===== src/rtl/mtx_pkg.sv =====
// Package: shared helpers for the mutex bank.
// Assumes requester-major packing of all flat request and grant vectors.
package mtx_pkg;

    // Flat bit index for requester r, lock m, in a bank of nm locks.
    function automatic int unsigned flat_idx(input int unsigned r,
                                             input int unsigned m,
                                             input int unsigned nm);
        return r * nm + m;
    endfunction

endpackage


===== src/rtl/mtx_chain_stage.sv =====
// Module: one link of the priority chain, serving one requester.
// Takes the set of locks already claimed by more senior links (or held at
// the start of the cycle) and grants only the requested locks not in it.
// Assumes taken_in depends only on more senior links, so no loop forms.
module mtx_chain_stage #(
    parameter int NUM_MTX = 8
) (
    input  logic [NUM_MTX-1:0] taken_in,
    input  logic [NUM_MTX-1:0] want,
    output logic [NUM_MTX-1:0] won,
    output logic [NUM_MTX-1:0] taken_out
);

    // Grant free locks and mark every requested lock taken for junior links.
    always_comb begin
        won       = want & ~taken_in;
        taken_out = taken_in | want;
    end

endmodule


===== src/rtl/mtx_state_reg.sv =====
// Module: per-lock state register.
// A lock becomes held when it was held or claimed this cycle, and becomes
// free when any release was requested for it this cycle (release wins).
// Assumes a synchronous active-low reset.
module mtx_state_reg #(
    parameter int NUM_MTX = 8
) (
    input  logic               clk,
    input  logic               rst_n,
    input  logic [NUM_MTX-1:0] claimed,
    input  logic [NUM_MTX-1:0] released,
    output logic [NUM_MTX-1:0] held_q
);

    logic [NUM_MTX-1:0] held_d;

    // Compute next state: release overrides a same-cycle claim.
    always_comb begin
        held_d = (held_q | claimed) & ~released;
    end

    // Register lock state, clearing all locks on reset.
    always_ff @(posedge clk) begin
        if (!rst_n) held_q <= '0;
        else        held_q <= held_d;
    end

endmodule


===== src/rtl/prio_mutex_bank.sv =====
// Module: bank of NUM_MTX one-bit locks shared by NUM_REQ ranked requesters.
// Requester 0 is the most senior. Grants are combinational in the request
// cycle; releases take effect at the next clock edge.
// Assumes requester-major packing: bit r*NUM_MTX+m is requester r, lock m.
module prio_mutex_bank #(
    parameter int NUM_REQ = 4,
    parameter int NUM_MTX = 8
) (
    input  logic                       clk,
    input  logic                       rst_n,
    input  logic [NUM_REQ*NUM_MTX-1:0] lock_req,
    input  logic [NUM_REQ*NUM_MTX-1:0] unlock_req,
    output logic [NUM_REQ*NUM_MTX-1:0] grant
);
    import mtx_pkg::*;

    localparam int FLAT_W = NUM_REQ * NUM_MTX;

    logic [NUM_MTX-1:0] taken_chain   [NUM_REQ+1];
    logic [NUM_MTX-1:0] release_chain [NUM_REQ+1];
    logic [NUM_MTX-1:0] state_q;

    // Chain heads: locks held at cycle start, no releases yet.
    always_comb begin
        taken_chain[0]   = state_q;
        release_chain[0] = '0;
    end

    for (genvar r = 0; r < NUM_REQ; r++) begin : g_req
        localparam int unsigned BASE = flat_idx(r, 0, NUM_MTX);

        mtx_chain_stage #(.NUM_MTX(NUM_MTX)) u_stage (
            .taken_in  (taken_chain[r]),
            .want      (lock_req[BASE +: NUM_MTX]),
            .won       (grant[BASE +: NUM_MTX]),
            .taken_out (taken_chain[r+1])
        );

        // Accumulate release requests from every requester.
        always_comb begin
            release_chain[r+1] = release_chain[r] | unlock_req[BASE +: NUM_MTX];
        end
    end

    mtx_state_reg #(.NUM_MTX(NUM_MTX)) u_state (
        .clk      (clk),
        .rst_n    (rst_n),
        .claimed  (taken_chain[NUM_REQ]),
        .released (release_chain[NUM_REQ]),
        .held_q   (state_q)
    );

    // Elaboration check that the flat width stays consistent.
    initial begin
        if ($bits(grant) != FLAT_W) $display("prio_mutex_bank: width mismatch");
    end

endmodule


===== config.mk =====
export PLATFORM = sky130hd
export DESIGN_NAME = prio_mutex_bank
export DESIGN_NICKNAME = d
export VERILOG_FILES = /design/src/rtl/mtx_pkg.sv /design/src/rtl/mtx_chain_stage.sv /design/src/rtl/mtx_state_reg.sv /design/src/rtl/prio_mutex_bank.sv
export SDC_FILE = /design/constraint.sdc
export NUM_CORES = 1
export LEC_CHECK = 0
export ABC_CLOCK_PERIOD_IN_PS = 1900
export BUFFER_PORTS_ARGS = -buffer_cell sky130_fd_sc_hd__buf_2
export CAP_MARGIN = 30
export CORE_UTILIZATION = 31
export CTS_CLUSTER_DIAMETER = 200
export DETAILED_ROUTE_END_ITERATION = 8
export GPL_TIMING_DRIVEN = 1
export PLACE_DENSITY = 0.9
export SETUP_SLACK_MARGIN = 0.5
export SYNTH_ARGS = -nofsm -noshare
export SYNTH_HDL_FRONTEND = slang
export SYNTH_HIERARCHICAL = 1
export SYNTH_SLANG_ARGS = --single-unit

===== constraint.sdc =====
create_clock -name clk -period 1.9 [get_ports clk]
set_clock_uncertainty 0.2 [all_clocks]
set_input_delay 0.19 -clock clk [delete_from_list [all_inputs] [get_ports clk]]
set_output_delay 0.19 -clock clk [all_outputs]
set_load 0.05 [all_outputs]

==> run_results.csv <==
group,metric,value,unit
placed_design,portBuffers,97,
worst_setup_path,cp-end-kind,"primary output",
floorplan,io_pins,98,
placed_design,numPlacedInstances,221,
floorplan,die_x,51.21,um
worst_setup_path,crit_family,"simple AND/OR/NAND/NOR gates",
timing,finalHoldViolCount,6,
drt,drt_first_pass_iters,4,
worst_setup_path,cpPeakStageDelay,320,ps
placed_design,place_area,1351,um^2
cells_and_area,design_area,1877,um^2
worst_setup_path,critPathKind,"reg2out",
clocking,cts_root_buffer,"clkbuf_4",
floorplan,placementRows,17,
floorplan,chipHeight,51.21,um
worst_setup_path,cp_num_buf_inv,1,
synth,netlist_instances,96,
placed_design,pre_cts_ws,121.2,ps
synth,yosys_warnings,6,
drt,via_per_inst,4.683,
worst_hold_path,hold_path_class,"in2reg",
grt,grt_pass1_wl,4.133,mm
cells_and_area,layout_commonest_cell,"buf_2",
clocking,cts_num_sinks,8,
clocking,path_clk_slew,60,ps
drt,dr_wl_met2,1.858,mm
timing,setup_tns,-356.0,ps
timing,post-route-period-util,1.043,
floorplan,core-area,2255,um^2
grt,grt_antenna_before_repair,0,
drt,wl_per_cell,13.19,um
synth,synth_top_family_by_area,"simple AND/OR/NAND/NOR gates",
cells_and_area,nets,280,
worst_setup_path,path_max_fanout,2,
synth,yosysTopAreaCellShare,0.2667,
synth,synth.distinct_cells,6,
drt,via_count,1124,
cells_and_area,reg_top3,"u_state/held_q x8",
synth,synth_area_leaders,"nor2b_1, or2_1, dfxtp_1",
timing,setup_viol,8,
run_status,violations,"negative hold slack, negative setup slack",
timing,setup_ws,-82.58,ps
timing,timing.hold.ws,-25.12,ps
worst_setup_path,cp-start-kind,"register",
synth,muxShareOfSynthArea,0,
grt,grt_overflow_total,0,
drt,drt-initial-drc-count,2,
timing,relSlewSlack,0.8334,
power_and_ir_drop,ir_worst_vdd,0.3011,mV
clocking,cts_tree,"done",
clocking,cts_made_buffers,3,
drt,dr.max_layer_used,"met4",
cells_and_area,stdcell_count,240,
synth,ys_seq_elements,8,
timing,min_period,1983,ps
timing,rsz0062_at_grt,"yes",
drt,drt_wl_total,3.166,mm
grt,grt_max_degree,9,
power_and_ir_drop,power.density,372.2,nW/um^2
synth,synth_top_area_cell,"nor2b_1",
placed_design,dp_hpwl,1.941,mm
worst_setup_path,slowest_stage,"dfxtp_2",
drt,post-route-drc-count,0,
synth,synth_sequential_area_ratio,0.2133,
grt,grt_pass1_vias,1020,
synth,synth-compound-area-share,0,
timing,slew_viol_final,0,
cells_and_area,regMostFlops,"u_state/held_q",
worst_setup_path,crit_required,1510,ps
timing,worst_pin_slew,251.6,ps
synth,yosys.area_share.adder,0,
cells_and_area,largest_register_ffs,8,
synth,avgSynthCellArea,7.820,um^2
flow_run,max_cap_violations,0,
cells_and_area,antenna_cells,0,
cells_and_area,layout_common_cells,"buf_2, buf_6, or2_1",
placed_design,gp_congestion,0.7160,
synth,synth_xor_area_frac,0,
run_status,status,"finished, violations left",
drt,wl_met3,188,um
cells_and_area,drive_gt1_frac,0.8160,
synth,synth_area,750.7,um^2
clocking,cts.path.max_buffers,2,
timing,max_freq,504.4,MHz
drt,antenna_left,0,
worst_setup_path,path_cells,"or2_1, or2_1, or2_4, nor2b_4, buf_6",
drt,wl_met1,1.110,mm
power_and_ir_drop,p_leak,0.9233,nW
clocking,htree_levels,1,
grt,grt_util_all_layers,0.2161,
floorplan,die_area,2622,um^2
clocking,clk_latency,250,ps
worst_setup_path,critical_path_arrival,1590,ps
synth,synthSimpleGateAreaFrac,0.7867,
worst_setup_path,critPathMostFrequentCell,"or2_1",
cells_and_area,syn2layout_area_growth,150.0,%
floorplan,start_util,0.3330,
synth,syn_nets,162,
==> layout make-up <==
| class | instances | area [um^2] |
|---|---|---|
| Sequential cell | 8 | 170.2 |
| Tap cell | 28 | 35.03 |
| Clock buffer | 3 | 22.52 |
| Timing Repair Buffer | 113 | 870.8 |
| Fill cell | 154 | 377.9 |
| Multi-Input combinational cell | 88 | 778.2 |
==> Yosys cell counts <==
library cell,instances
dfxtp_1,8
nor2_1,8
nor2b_1,32
nor3b_2,8
or2_1,32
or4_1,8
==> logic make-up after synthesis <==
| family | Yosys count |
|---|---|
| simple gates | 88 |
| flops | 8 |
==> report_power, final <==
group	switching, W	leakage, nW	internal, W
logic	0.000198	0.841	0.000191
clock network	0.0000641	0.0138	0.0000727
registers	0.00000160	0.0687	0.000171
total	0.000264	0.923	0.000435
==> routing by layer <==
metal,vias up,GRT usage
li1,550,-
met4,0,0.06757
met3,2,0.04464
met5,-,0
met1,519,0.2004
met2,53,0.4539
==> stage by stage <==
step / utilization / power, W
2_1_floorplan: - / 0.0003587
3_3_place_gp: 0.5993 / 0.0004554
3_5_place_dp: 0.5993 / 0.0004597
4_1_cts: 0.7614 / 0.0006646
5_1_grt: 0.8324 / 0.0007313
6_report: 0.8324 / 0.0006985
==> tightest hold or removal path, cell delays in order <==
cell,delay [ps]
buf_2,70
or4_1,100
nor3b_2,40
==> timing repair <==
action                                  CTS  global route
pin swaps                                 6             5
gates cloned                              0             0
setup buffers                            13             3
endpoints found under the setup margin   32            37
hold endpoints to repair                  8             4
resized for setup                        84            39
==> final timing paths <==
check                          from                end  slack [ps]  depth (start not counted)
setup / recovery  u_state/held_q[5]          grant[29]         -80                          5
hold / removal       unlock_req[28]  u_state/held_q[4]         -30                          3
setup reg to reg  u_state/held_q[5]  u_state/held_q[5]         150                          6
hold reg to reg   u_state/held_q[7]  u_state/held_q[7]         440                          3
Note: power is estimated with default switching activity, not from simulation.
